**src/rtl/dtr_pkg.sv**
```systemverilog
package dtr_pkg;

    localparam int unsigned DTR_AW    = 32;
    localparam int unsigned DTR_LANES = 4;
    localparam int unsigned DTR_DW    = 8 * DTR_LANES;

    typedef enum logic [1:0] {
        PART_WHOLE  = 2'b00,
        PART_FIRST  = 2'b01,
        PART_SECOND = 2'b10,
        PART_SPARE  = 2'b11
    } part_e;

    typedef struct packed {
        logic [DTR_AW-1:0] addr;
        logic [2:0]        nbytes;
        logic              write;
        logic [DTR_DW-1:0] data;
    } dtr_rec_t;

    // keep byte lane i only when i is below the byte count
    function automatic logic [DTR_DW-1:0] lane_mask(input logic [2:0] n);
        logic [DTR_DW-1:0] m;
        for (int i = 0; i < int'(DTR_LANES); i++) begin
            m[8*i +: 8] = (i < int'(n)) ? 8'hFF : 8'h00;
        end
        return m;
    endfunction

endpackage

```
**src/rtl/dtr_merge.sv**
```systemverilog
module dtr_merge
    import dtr_pkg::*;
(
    input  dtr_rec_t lead,
    input  dtr_rec_t tail,
    output dtr_rec_t joined,
    output logic     adjacent
);

    logic [DTR_AW-1:0] follow_addr;

    always_comb begin
        follow_addr     = lead.addr + DTR_AW'(lead.nbytes);
        // a tail that wrapped to zero is never joined
        adjacent        = (tail.addr == follow_addr) && (tail.addr != '0);
        joined.addr     = lead.addr;
        joined.nbytes   = lead.nbytes + tail.nbytes;
        joined.write    = lead.write;
        joined.data     = lead.data | (tail.data << {lead.nbytes, 3'b000});
    end

endmodule

```
**src/rtl/dtr_outq.sv**
```systemverilog
module dtr_outq
    import dtr_pkg::*;
#(
    parameter int unsigned DEPTH = 4
) (
    input  logic     clk,
    input  logic     rst,
    input  logic [1:0] push_n,
    input  dtr_rec_t push_a,
    input  dtr_rec_t push_b,
    input  logic     out_ready,
    output logic     out_valid,
    output dtr_rec_t out_rec,
    output logic     room2
);

    localparam int unsigned PTR_W = (DEPTH > 1) ? $clog2(DEPTH) : 1;
    localparam int unsigned CNT_W = $clog2(DEPTH + 1);

    typedef struct packed {
        dtr_rec_t [DEPTH-1:0] mem;
        logic [PTR_W-1:0]     rd;
        logic [PTR_W-1:0]     wr;
        logic [CNT_W-1:0]     cnt;
    } q_t;

    q_t st_d, st_q;
    logic             pop;
    logic [PTR_W-1:0] wr1;

    function automatic logic [PTR_W-1:0] step(input logic [PTR_W-1:0] p);
        if (p == PTR_W'(DEPTH - 1)) return '0;
        return p + 1'b1;
    endfunction

    assign out_valid = (st_q.cnt != '0);
    assign out_rec   = st_q.mem[st_q.rd];
    assign room2     = (st_q.cnt <= CNT_W'(DEPTH - 2));
    assign pop       = out_valid && out_ready;
    assign wr1       = step(st_q.wr);

    always_comb begin
        st_d = st_q;
        if (pop) begin
            st_d.rd = step(st_q.rd);
        end
        if (push_n != 2'd0) begin
            st_d.mem[st_q.wr] = push_a;
            st_d.wr           = wr1;
        end
        if (push_n == 2'd2) begin
            st_d.mem[wr1] = push_b;
            st_d.wr       = step(wr1);
        end
        st_d.cnt = st_q.cnt + CNT_W'(push_n) - CNT_W'(pop);
    end

    always_ff @(posedge clk) begin
        if (rst) begin
            st_q <= '0;
        end else begin
            st_q <= st_d;
        end
    end


    count_bound_chk: assert property (@(posedge clk) disable iff (rst)
        int'(st_q.cnt) <= int'(DEPTH));


    no_overflow_chk: assert property (@(posedge clk) disable iff (rst)
        (push_n != 2'd0) |-> (int'(st_q.cnt) + int'(push_n) <= int'(DEPTH)));


    stall_hold_chk: assert property (@(posedge clk) disable iff (rst)
        (out_valid && !out_ready) |=> (out_valid && $stable(out_rec)));

endmodule

```
**src/rtl/dtr_trace_port.sv**
```systemverilog
module dtr_trace_port
    import dtr_pkg::*;
#(
    parameter int unsigned DEPTH = 4
) (
    input  logic        clk,
    input  logic        rst,
    input  logic        trace_data_sel,
    input  logic        cmp_valid,
    output logic        cmp_ready,
    input  logic [1:0]  cmp_part,
    input  logic        cmp_err,
    input  logic        cmp_write,
    input  logic [31:0] cmp_addr,
    input  logic [2:0]  cmp_bytes,
    input  logic [31:0] cmp_data,
    output logic        trc_valid,
    input  logic        trc_ready,
    output logic [31:0] trc_addr,
    output logic [2:0]  trc_bytes,
    output logic        trc_write,
    output logic [31:0] trc_data
);

    typedef struct packed {
        logic     held;
        logic     drop;
        dtr_rec_t half;
    } pend_t;

    pend_t    st_d, st_q;
    dtr_rec_t in_rec;
    dtr_rec_t merged_rec;
    dtr_rec_t push_a, push_b;
    dtr_rec_t head;
    logic [1:0] push_n;
    logic     adjacent;
    logic     room2;
    logic     fire;
    part_e    part;

    assign part      = part_e'(cmp_part);
    assign cmp_ready = room2;
    assign fire      = cmp_valid && room2;

    always_comb begin
        in_rec.addr   = cmp_addr;
        in_rec.nbytes = cmp_bytes;
        in_rec.write  = cmp_write;
        in_rec.data   = cmp_data & lane_mask(cmp_bytes);
    end

    dtr_merge u_merge (
        .lead     (st_q.half),
        .tail     (in_rec),
        .joined   (merged_rec),
        .adjacent (adjacent)
    );

    always_comb begin
        st_d   = st_q;
        push_n = 2'd0;
        push_a = in_rec;
        push_b = in_rec;
        if (fire) begin
            if (!trace_data_sel) begin
                st_d.held = 1'b0;
            end else begin
                unique case (part)
                    PART_FIRST: begin
                        st_d.held = 1'b1;
                        st_d.drop = cmp_err;
                        st_d.half = in_rec;
                    end
                    PART_SECOND: begin
                        st_d.held = 1'b0;
                        if (st_q.held) begin
                            if (!st_q.drop && !cmp_err) begin
                                if (adjacent) begin
                                    push_n = 2'd1;
                                    push_a = merged_rec;
                                end else begin
                                    push_n = 2'd2;
                                    push_a = st_q.half;
                                    push_b = in_rec;
                                end
                            end
                        end else if (!cmp_err) begin
                            push_n = 2'd1;
                        end
                    end
                    default: begin
                        st_d.held = 1'b0;
                        if (!cmp_err) begin
                            push_n = 2'd1;
                        end
                    end
                endcase
            end
        end
    end

    always_ff @(posedge clk) begin
        if (rst) begin
            st_q <= '0;
        end else begin
            st_q <= st_d;
        end
    end

    dtr_outq #(.DEPTH(DEPTH)) u_outq (
        .clk       (clk),
        .rst       (rst),
        .push_n    (push_n),
        .push_a    (push_a),
        .push_b    (push_b),
        .out_ready (trc_ready),
        .out_valid (trc_valid),
        .out_rec   (head),
        .room2     (room2)
    );

    assign trc_addr  = head.addr;
    assign trc_bytes = head.nbytes;
    assign trc_write = head.write;
    assign trc_data  = head.data;


    err_silent_chk: assert property (@(posedge clk) disable iff (rst)
        (fire && cmp_err) |-> (push_n == 2'd0));


    sel_silent_chk: assert property (@(posedge clk) disable iff (rst)
        (fire && !trace_data_sel) |-> (push_n == 2'd0));


    first_hold_chk: assert property (@(posedge clk) disable iff (rst)
        (fire && trace_data_sel && cmp_part == 2'b01) |=> (st_q.held && !trc_valid || trc_valid));


    first_quiet_chk: assert property (@(posedge clk) disable iff (rst)
        (fire && cmp_part == 2'b01) |-> (push_n == 2'd0));


    lane_zero_chk: assert property (@(posedge clk) disable iff (rst)
        trc_valid |-> ((trc_data & ~lane_mask(trc_bytes)) == '0));

endmodule

```
**config.mk**
```make
export PLATFORM = sky130hd
export DESIGN_NAME = dtr_trace_port
export DESIGN_NICKNAME = d
export VERILOG_FILES = /design/src/rtl/dtr_pkg.sv /design/src/rtl/dtr_merge.sv /design/src/rtl/dtr_outq.sv /design/src/rtl/dtr_trace_port.sv
export SDC_FILE = /design/constraint.sdc
export NUM_CORES = 1
export LEC_CHECK = 0
export BUFFER_PORTS_ARGS = -buffer_cell sky130_fd_sc_hd__buf_2
export CORE_UTILIZATION = 35
export CTS_CLUSTER_DIAMETER = 150
export CTS_CLUSTER_SIZE = 20
export DETAILED_ROUTE_END_ITERATION = 8
export SLEW_MARGIN = 20
export SYNTH_ARGS = -nofsm -noshare
export SYNTH_HDL_FRONTEND = slang
export SYNTH_SLANG_ARGS = --single-unit
```
**constraint.sdc**
```tcl
create_clock -name clk -period 4.21 [get_ports clk]
set_input_delay 0.421 -clock clk [delete_from_list [all_inputs] [get_ports clk]]
set_output_delay 0.421 -clock clk [all_outputs]
set_load 0.1 [all_outputs]
```
==> flow_summary.html, run 1 <==
<table>
<tr><th>Metric</th><th>Value</th></tr>
<tr><th colspan="2">Placement</th></tr>
<tr><td>Placement-stage cell area</td><td>21600 um2</td></tr>
<tr><td>HPWL after DPL</td><td>45200 um</td></tr>
<tr><td>Minimum setup slack after placement</td><td>approximately 0.022 ns</td></tr>
<tr><td># placed instances</td><td>3272</td></tr>
<tr><td>Final GP Congestion</td><td>about 0.89</td></tr>
<tr><td>Number of buffers inserted by port buffering</td><td>about 150</td></tr>
<tr><th colspan="2">Drt</th></tr>
<tr><td>Aggregate routed wire length</td><td>70400 um</td></tr>
<tr><td>Vias post-DR</td><td>19600</td></tr>
<tr><td>Detail Route Antenna Nets</td><td>0</td></tr>
<tr><td>Remaining routing DRC violations</td><td>0</td></tr>
<tr><td>Final routed wire length divided by cell count</td><td>21.3 um</td></tr>
<tr><td>TritonRoute pass-1 iters</td><td>6</td></tr>
<tr><td>Routed via count divided by cell count</td><td>5.95</td></tr>
<tr><td>Starting DRT DRC Count</td><td>1866</td></tr>
<tr><th colspan="2">Pwr</th></tr>
<tr><td>Max IR drop VDD</td><td>267 uV</td></tr>
<tr><td>Power Dens Cells</td><td>approximately 330 nW/um2</td></tr>
<tr><td>Seq pwr share</td><td>roughly half</td></tr>
<tr><td>Internal Pwr Total</td><td>roughly 0.0048 W</td></tr>
<tr><td>Part of the power in combinational logic</td><td>22.6%</td></tr>
<tr><td>P_leak</td><td>slightly below 8 nW</td></tr>
<tr><td>Clock group share of total power</td><td>29.0%</td></tr>
<tr><td>Switching power as a share of total power</td><td>34.4%</td></tr>
<tr><td>Switching Power</td><td>0.00251 W</td></tr>
<tr><th colspan="2">Die</th></tr>
<tr><td>Starting utilization of the core area</td><td>about 36%</td></tr>
<tr><td>Die X</td><td>242 um</td></tr>
<tr><td>Total core area</td><td>56600 um2</td></tr>
<tr><td>Standard-cell row count</td><td>87</td></tr>
<tr><td>Die outline height</td><td>~240 um</td></tr>
<tr><td>Io pins</td><td>146</td></tr>
<tr><td>Die Footprint</td><td>58500 um2</td></tr>
<tr><th colspan="2">Finish</th></tr>
<tr><td>Synthesis-to-layout area growth</td><td>10.7%</td></tr>
<tr><td>Total of fill cells in the finished design</td><td>between 5000 and 6000</td></tr>
<tr><td>Final design instance area without fill</td><td>between 20000 and 25000 um2</td></tr>
<tr><td>Share of layout cells above drive strength 1</td><td>15.6%</td></tr>
<tr><td>Number of cells in the finished layout apart from fillers</td><td>3301</td></tr>
<tr><td>Net total in the final layout</td><td>2634</td></tr>
<tr><th colspan="2">Yosys</th></tr>
<tr><td>Sequential share of the synthesized area</td><td>34.7%</td></tr>
<tr><td>Number of enable flip-flop cells after synthesis</td><td>0</td></tr>
<tr><td>Per-instance average area after synthesis</td><td>7.84 um2</td></tr>
<tr><td>Proportion of netlist area held by the largest area contributor</td><td>34.7%</td></tr>
<tr><td>Share of synthesized registers carrying an async set or reset</td><td>0%</td></tr>
<tr><td>Number of storage elements in the synthesis netlist</td><td>349</td></tr>
<tr><td>Post-Synthesis Cell Area</td><td>20100 um2</td></tr>
<tr><td>Synthesized Nets</td><td>around 2700</td></tr>
<tr><td>Netlist cell types</td><td>71</td></tr>
<tr><td>Top flip-flop cell by instance count after synthesis</td><td>sky130_fd_sc_hd__dfxtp_1</td></tr>
<tr><td>Ranking of synthesized cells by area</td><td>sky130_fd_sc_hd__dfxtp_1 (35%), sky130_fd_sc_hd__a21oi_1 (8.3%), sky130_fd_sc_hd__nor2_1 (7.8%)</td></tr>
<tr><td>Number of instances in the synthesized netlist</td><td>2565</td></tr>
<tr><td>Most area-hungry cell type in the Yosys netlist</td><td>sky130_fd_sc_hd__dfxtp_1</td></tr>
<tr><td>Synth warnings</td><td>0</td></tr>
<tr><th colspan="2">STA</th></tr>
<tr><td>Min Tclk post-route</td><td>4.03 ns</td></tr>
<tr><td>Max_slew headroom</td><td>around 36%</td></tr>
<tr><td>Final Cycle Share</td><td>between 90% and 100%</td></tr>
<tr><td>Final Slew Violations</td><td>0</td></tr>
<tr><td>Max Clk Rate</td><td>0.248 GHz</td></tr>
<tr><td>Clk_skew</td><td>~0.024 ns</td></tr>
<tr><td>Final Hold Viols</td><td>0</td></tr>
<tr><td>Min setup slack post-route</td><td>around 0.18 ns</td></tr>
<tr><td>Setup TNS after final layout</td><td>0 ns</td></tr>
<tr><td>Number of failing setup endpoints in the final timing report</td><td>0</td></tr>
<tr><td>Transition time at the pin with the least slew margin</td><td>about 0.96 ns</td></tr>
<tr><td>Unrepaired setup endpoints after global routing</td><td>false</td></tr>
<tr><th colspan="2">Critical path</th></tr>
<tr><td>Category of the most critical setup path</td><td>flip-flop to flip-flop</td></tr>
<tr><td>Data required time of the worst path</td><td>~4.7 ns</td></tr>
<tr><td>Arrival time worst endpoint</td><td>4.50 ns</td></tr>
<tr><td>Worst reg2reg startpoint</td><td>st_q[36]$_SDFFE_PP0P_</td></tr>
<tr><td>Crit. Startpoint</td><td>st_q[36]$_SDFFE_PP0P_</td></tr>
<tr><td>Worst-path maximum fanout</td><td>13</td></tr>
<tr><td>Kind of start point of the critical path</td><td>flip-flop</td></tr>
<tr><td>Setup crit end kind</td><td>flip-flop</td></tr>
<tr><th colspan="2">Clocking</th></tr>
<tr><td>Number of sinks driven by the clock tree</td><td>about 350</td></tr>
<tr><td>Root Driver</td><td>sky130_fd_sc_hd__clkbuf_16</td></tr>
<tr><td>Clock transition at the register clock pins on the worst setup and hold paths after CTS</td><td>approximately 0.10 ns</td></tr>
<tr><td>Number of buffers created by CTS</td><td>21</td></tr>
<tr><td>Maximum buffer depth of the clock tree</td><td>3</td></tr>
<tr><td>Clock insertion delay at the later pin of the skew report</td><td>0.57 ns</td></tr>
<tr><td>H-tree levels</td><td>1</td></tr>
<tr><td>Clock tree from TritonCTS</td><td>done</td></tr>
<tr><th colspan="2">Run</th></tr>
<tr><td>Max-capacitance violation count</td><td>0</td></tr>
<tr><th colspan="2">Global route</th></tr>
<tr><td>Combined global-route utilization of all metal layers</td><td>23.2%</td></tr>
<tr><td>Maximum number of pins on one net before global-route repair</td><td>roughly 110</td></tr>
<tr><td>Via count of the first global-routing pass</td><td>between 15000 and 20000</td></tr>
<tr><td>Global-route wire length before repair</td><td>around 110000 um</td></tr>
<tr><td>GRT overflow</td><td>0</td></tr>
<tr><td>Initial antenna violation count</td><td>12</td></tr>
<tr><th colspan="2">Worst hold path</th></tr>
<tr><td>Hold/Removal Path Class</td><td>input pin to flip-flop</td></tr>
<tr><td>Worst Hold Launch</td><td>cmp_write</td></tr>
<tr><th colspan="2">Run status</th></tr>
<tr><td>Status</td><td>completed</td></tr>
</table>
-- synthesized netlist by cell type, types with 12 or more instances --
master / instances
sky130_fd_sc_hd__nor2_1: 419
sky130_fd_sc_hd__dfxtp_1: 349
sky130_fd_sc_hd__a21oi_1: 334
sky130_fd_sc_hd__nand2_1: 323
sky130_fd_sc_hd__clkbuf_1: 216
sky130_fd_sc_hd__a211oi_1: 169
sky130_fd_sc_hd__o21ai_0: 82
sky130_fd_sc_hd__mux4_2: 68
sky130_fd_sc_hd__nand3_1: 65
sky130_fd_sc_hd__o211ai_1: 48
sky130_fd_sc_hd__mux2i_1: 40
sky130_fd_sc_hd__o22ai_1: 33
sky130_fd_sc_hd__buf_2: 29
sky130_fd_sc_hd__inv_1: 27
sky130_fd_sc_hd__xnor2_1: 27
sky130_fd_sc_hd__a221oi_1: 24
sky130_fd_sc_hd__o41ai_2: 24
sky130_fd_sc_hd__nor4_1: 23
sky130_fd_sc_hd__buf_1: 22
sky130_fd_sc_hd__nor3_1: 21
sky130_fd_sc_hd__nand4_1: 20
sky130_fd_sc_hd__a31oi_1: 15
sky130_fd_sc_hd__ha_1: 15
sky130_fd_sc_hd__xor2_1: 14
sky130_fd_sc_hd__a21o_1: 12
-- cell usage in the layout, fill, tap and decap left out, types with 33 or more instances in the layout --
cell,instances
sky130_fd_sc_hd__a211oi_1,169
sky130_fd_sc_hd__a21oi_1,333
sky130_fd_sc_hd__buf_2,144
sky130_fd_sc_hd__buf_4,55
sky130_fd_sc_hd__dfxtp_1,346
sky130_fd_sc_hd__mux2i_1,40
sky130_fd_sc_hd__mux4_2,68
sky130_fd_sc_hd__nand2_1,323
sky130_fd_sc_hd__nand3_1,64
sky130_fd_sc_hd__nor2_1,418
sky130_fd_sc_hd__o211ai_1,48
sky130_fd_sc_hd__o21ai_0,81
sky130_fd_sc_hd__o22ai_1,33
-- sequential cells by signal, summed over array words and instances, names as in the netlist --
name / count
u_outq.st_q: 279
st_q: 70
-- cell type report --
| class | count | area [um2] | area share, % |
|---|---|---|---|
| well taps | 756 | 946 | 4.25 |
| diodes | 5 | 12.5 | 0.0562 |
| multi-input cells | 1919 | 12100 | 54.4 |
| flip-flops and latches | 349 | 7000 | 31.4 |
| repair buffers | 222 | 1550 | 6.98 |
| inverters | 27 | 101 | 0.455 |
| clock inverters | 1 | 16.3 | 0.0730 |
| clock buffers | 22 | 529 | 2.38 |
-- stage by stage --
stage | total power (W) | hold slack (ns) | utilization [%]
floorplan | 0.00481 | 0.436 | -
global placement | 0.00522 | 0.443 | 38.2
detailed placement | 0.00525 | 0.450 | 38.2
CTS | 0.00733 | 0.133 | 39.2
global route | 0.00756 | 0.143 | 39.3
finish | 0.00728 | 0.153 | 39.4
-- worst paths after layout --
path	endpoint	slack, ns	cells past startpoint
worst min-delay path	st_q[32]$_SDFFE_PP0P_	0.15	3
worst max register to register	u_outq.st_q[228]$_SDFF_PP0_	0.18	15
worst min register to register	st_q[32]$_SDFFE_PP0P_	0.46	2
worst max-delay path	u_outq.st_q[228]$_SDFF_PP0_	0.18	15
-- power groups by stage --
stage                     Clock, W  Sequential, W  Combinational [W]
final                      0.00211        0.00352            0.00165
after global routing       0.00227        0.00353            0.00176
after CTS                  0.00216        0.00352            0.00165
after detailed placement         0        0.00359            0.00165
after global placement           0        0.00359            0.00163
after floorplan                  0        0.00349            0.00132
-- kinds of logic (layout without fill, tap and decap cells) --
logic type | count (synthesis) | after routing | share of synthesized area [%]
AO/OA/AOI/OAI | 795 | 795 | 26.2
XOR/XNOR | 41 | 41 | 1.78
adder cells (fa/ha/maj) | 18 | 18 | 1.23
buffers and inverters | 297 | 272 | 5.78
flip-flops | 349 | 349 | 34.7
multiplexers | 110 | 110 | 9.71
other | 0 | 5 | 0
AND/OR/NAND/NOR | 955 | 955 | 20.5
-- metal layers --
| layer | vias up | routed length [um] | GRT usage (%) |
|---|---|---|---|
| li1 | 9166 | - | - |
| met1 | 9466 | 29100 | 30.2 |
| met2 | 860 | 33600 | 38.8 |
| met3 | 140 | 5750 | 4.22 |
| met4 | 12 | 1960 | 6.92 |
| met5 | - | 69 | 0 |
-- what timing repair did --
item,4_1_cts,5_1_grt
setup buffers,0,1
setup endpoints to repair,1,258
pin swaps,1,10
resized for setup,0,17
hold buffers,0,0
-- critical path, cell delays in order, from the launching register on --
cell	delay [ns]
sky130_fd_sc_hd__dfxtp_1	0.38
sky130_fd_sc_hd__ha_2	0.23
sky130_fd_sc_hd__fa_2	0.23
sky130_fd_sc_hd__a21oi_1	0.10
sky130_fd_sc_hd__or3_4	0.45
sky130_fd_sc_hd__or4_1	0.57
sky130_fd_sc_hd__a22oi_2	0.24
sky130_fd_sc_hd__nand4_1	0.13
sky130_fd_sc_hd__and4bb_2	0.37
sky130_fd_sc_hd__buf_6	0.17
sky130_fd_sc_hd__nand3_2	0.08
sky130_fd_sc_hd__buf_4	0.22
sky130_fd_sc_hd__nor3_2	0.23
sky130_fd_sc_hd__buf_4	0.18
sky130_fd_sc_hd__a211oi_1	0.08
sky130_fd_sc_hd__a211oi_1	0.25
Power figures use the tool's default switching activity.
==> inputs of run 2 (changes only) <==
--- a/config.mk
+++ b/config.mk
@@ -7,6 +7,7 @@
 export LEC_CHECK = 0
 export BUFFER_PORTS_ARGS = -buffer_cell sky130_fd_sc_hd__buf_2
 export CORE_UTILIZATION = 35
+export CTS_BUF_LIST = sky130_fd_sc_hd__clkbuf_16
 export CTS_CLUSTER_DIAMETER = 150
 export CTS_CLUSTER_SIZE = 20
 export DETAILED_ROUTE_END_ITERATION = 8
==> flow_summary.html, run 2 (same netlist as run 1, synthesis figures left out) <==
<table>
<tr><th>Metric</th><th>Value</th></tr>
<tr><th colspan="2">Run status</th></tr>
<tr><td>Status</td><td>completed</td></tr>
<tr><th colspan="2">Finish</th></tr>
<tr><td>Share of layout cells above drive strength 1</td><td>15.6%</td></tr>
<tr><td>Most common cell after layout, fill and taps aside</td><td>sky130_fd_sc_hd__nor2_1</td></tr>
<tr><td>Total of fill cells in the finished design</td><td>slightly below 6000</td></tr>
<tr><td>Synthesis-to-layout area growth</td><td>10.7%</td></tr>
<tr><td>Biggest register</td><td>u_outq.st_q</td></tr>
<tr><td>Final design instance area without fill</td><td>roughly 22000 um2</td></tr>
<tr><td>Net total in the final layout</td><td>2634</td></tr>
<tr><td>Top flop regs</td><td>u_outq.st_q (279), st_q (70)</td></tr>
<tr><td>Most frequent cells in the layout</td><td>sky130_fd_sc_hd__nor2_1 (418), sky130_fd_sc_hd__dfxtp_1 (346), sky130_fd_sc_hd__a21oi_1 (333)</td></tr>
<tr><td>Final Util</td><td>39.4%</td></tr>
<tr><td>Number of cells in the finished layout apart from fillers</td><td>between 3000 and 4000</td></tr>
<tr><td>Flip-flop count of the largest register, all copies and words added</td><td>279</td></tr>
<tr><th colspan="2">Die</th></tr>
<tr><td>Io pins</td><td>146</td></tr>
<tr><td>Die Footprint</td><td>slightly below 60000 um2</td></tr>
<tr><td>Standard-cell row count</td><td>just under 90</td></tr>
<tr><td>Die outline height</td><td>242 um</td></tr>
<tr><td>Starting utilization of the core area</td><td>35.5%</td></tr>
<tr><td>Total core area</td><td>~57000 um2</td></tr>
<tr><td>Die X</td><td>242 um</td></tr>
<tr><th colspan="2">Clocking</th></tr>
<tr><td>Clock transition at the register clock pins on the worst setup and hold paths after CTS</td><td>0.10 ns</td></tr>
<tr><td>Hold buffers post-CTS</td><td>0</td></tr>
<tr><td>Number of sinks driven by the clock tree</td><td>349</td></tr>
<tr><td>Clock insertion delay at the later pin of the skew report</td><td>0.57 ns</td></tr>
<tr><td>Number of buffers created by CTS</td><td>21</td></tr>
<tr><td>Root Driver</td><td>sky130_fd_sc_hd__clkbuf_16</td></tr>
<tr><td>Clock tree from TritonCTS</td><td>done</td></tr>
<tr><td>Maximum buffer depth of the clock tree</td><td>3</td></tr>
<tr><td>H-tree levels</td><td>1</td></tr>
<tr><th colspan="2">Drt</th></tr>
<tr><td>Routed via count divided by cell count</td><td>roughly 5.9</td></tr>
<tr><td>Starting DRT DRC Count</td><td>1866</td></tr>
<tr><td>TritonRoute pass-1 iters</td><td>6</td></tr>
<tr><td>Vias post-DR</td><td>19600</td></tr>
<tr><td>Detail Route Antenna Nets</td><td>0</td></tr>
<tr><td>Aggregate routed wire length</td><td>around 70000 um</td></tr>
<tr><td>Final routed wire length divided by cell count</td><td>21.3 um</td></tr>
<tr><td>Remaining routing DRC violations</td><td>0</td></tr>
<tr><th colspan="2">Placement</th></tr>
<tr><td>Final GP Congestion</td><td>0.892</td></tr>
<tr><td>Placement-stage cell area</td><td>21600 um2</td></tr>
<tr><td># placed instances</td><td>3272</td></tr>
<tr><td>HPWL after DPL</td><td>45200 um</td></tr>
<tr><td>Number of buffers inserted by port buffering</td><td>145</td></tr>
<tr><th colspan="2">Run</th></tr>
<tr><td>Max-capacitance violation count</td><td>0</td></tr>
<tr><th colspan="2">Critical path</th></tr>
<tr><td>Kind of start point of the critical path</td><td>flip-flop</td></tr>
<tr><td>Peak per-stage delay on the critical path</td><td>around 0.57 ns</td></tr>
<tr><td>Sequence of cells on the critical path</td><td>ha_2 -&gt; fa_2 -&gt; a21oi_1 -&gt; or3_4 -&gt; or4_1 -&gt; a22oi_2 -&gt; nand4_1 -&gt; and4bb_2 -&gt; buf_6 -&gt; nand3_2 -&gt; buf_4 -&gt; nor3_2 -&gt; buf_4 -&gt; a211oi_1 -&gt; a211oi_1</td></tr>
<tr><td>CP Buf/Inv Count</td><td>3</td></tr>
<tr><td>Data required time of the worst path</td><td>4.68 ns</td></tr>
<tr><td>Library cell contributing the largest single delay on the critical path</td><td>sky130_fd_sc_hd__or4_1</td></tr>
<tr><td>Setup crit end kind</td><td>flip-flop</td></tr>
<tr><td>Arrival time worst endpoint</td><td>4.49 ns</td></tr>
<tr><td>Worst-path maximum fanout</td><td>13</td></tr>
<tr><td>Category of the most critical setup path</td><td>flip-flop to flip-flop</td></tr>
<tr><td>CP delay by family, top</td><td>simple AND/OR/NAND/NOR gates</td></tr>
<tr><th colspan="2">STA</th></tr>
<tr><td>Number of failing setup endpoints in the final timing report</td><td>0</td></tr>
<tr><td>Transition time at the pin with the least slew margin</td><td>0.964 ns</td></tr>
<tr><td>Clk_skew</td><td>about 0.024 ns</td></tr>
<tr><td>Final Slew Violations</td><td>0</td></tr>
<tr><td>Unrepaired setup endpoints after global routing</td><td>false</td></tr>
<tr><td>Final Cycle Share</td><td>95.6%</td></tr>
<tr><td>Max Clk Rate</td><td>between 0.2 and 0.25 GHz</td></tr>
<tr><td>Setup TNS after final layout</td><td>0 ns</td></tr>
<tr><td>Min Tclk post-route</td><td>4.02 ns</td></tr>
<tr><td>Final Hold Viols</td><td>0</td></tr>
<tr><td>Max_slew headroom</td><td>35.7%</td></tr>
<tr><th colspan="2">Global route</th></tr>
<tr><td>Via count of the first global-routing pass</td><td>18800</td></tr>
<tr><td>Initial antenna violation count</td><td>12</td></tr>
<tr><td>Maximum number of pins on one net before global-route repair</td><td>about 110</td></tr>
<tr><td>GRT overflow</td><td>0</td></tr>
<tr><td>Global-route wire length before repair</td><td>approximately 110000 um</td></tr>
<tr><td>Combined global-route utilization of all metal layers</td><td>23.2%</td></tr>
<tr><th colspan="2">Worst hold path</th></tr>
<tr><td>Hold/Removal Path Class</td><td>input pin to flip-flop</td></tr>
<tr><th colspan="2">Pwr</th></tr>
<tr><td>Power Dens Cells</td><td>327 nW/um2</td></tr>
<tr><td>Max IR drop VDD</td><td>268 uV</td></tr>
<tr><td>Final total power</td><td>0.00728 W</td></tr>
<tr><td>P_leak</td><td>about 7.8 nW</td></tr>
</table>
-- run 2: power by group --
group	switching, W	internal, W	total, W
registers	0.000140	0.00338	0.00352
logic	0.00116	0.000490	0.00165
clock network	0.00121	0.000901	0.00211
-- run 2: metal layers --
metal / GRT usage [%] / routed length (um) / up-vias
li1: - / - / 9160
met1: 30.2 / 29100 / 9468
met2: 38.8 / 33600 / 828
met3: 4.22 / 5790 / 129
met4: 6.92 / 1880 / 12
met5: 0 / 69 / -
-- run 2: worst paths after layout --
path / start / end / slack (ns) / cells past startpoint
hold reg to reg: st_q[32]$_SDFFE_PP0P_ / st_q[32]$_SDFFE_PP0P_ / 0.46 / 2
hold / removal: cmp_write / st_q[32]$_SDFFE_PP0P_ / 0.15 / 3
setup reg to reg: st_q[36]$_SDFFE_PP0P_ / u_outq.st_q[228]$_SDFF_PP0_ / 0.19 / 15
setup / recovery: st_q[36]$_SDFFE_PP0P_ / u_outq.st_q[228]$_SDFF_PP0_ / 0.19 / 15
-- run 2: cell type report --
class	instances	area, um2	share of cell area [%]
multi-input cells	1919	12100	54.4
flip-flops and latches	349	7000	31.4
repair buffers	222	1550	6.98
well taps	756	946	4.25
clock buffers	21	526	2.36
inverters	27	101	0.455
clock inverters	2	20.0	0.0899
diodes	4	10.0	0.0449
-- run 2: through the flow --
step / worst slack [ns] / hold slack [ns]
2_1_floorplan: 0.183 / 0.436
3_3_place_gp: 0.124 / 0.443
3_5_place_dp: 0.0223 / 0.450
4_1_cts: 0.0131 / 0.133
5_1_grt: 0.0119 / 0.143
6_report: 0.187 / 0.153
-- run 2: what timing repair did --
item                                    in CTS  in global routing
gates resized for setup                      0                 17
endpoints found under the setup margin       1                258
buffers inserted                             0                  1
pin swaps                                    1                 10
-- run 2: worst register-to-register path: cells and delay by family, from the launching register on --
| family | cells | cell delay [ns] |
|---|---|---|
| buffers and inverters | 3 | 0.57 |
| AOI/OAI and AO/OA | 4 | 0.68 |
| DFF | 1 | 0.38 |
| adders and majority gates | 2 | 0.46 |
| and+or+nand+nor | 6 | 1.83 |
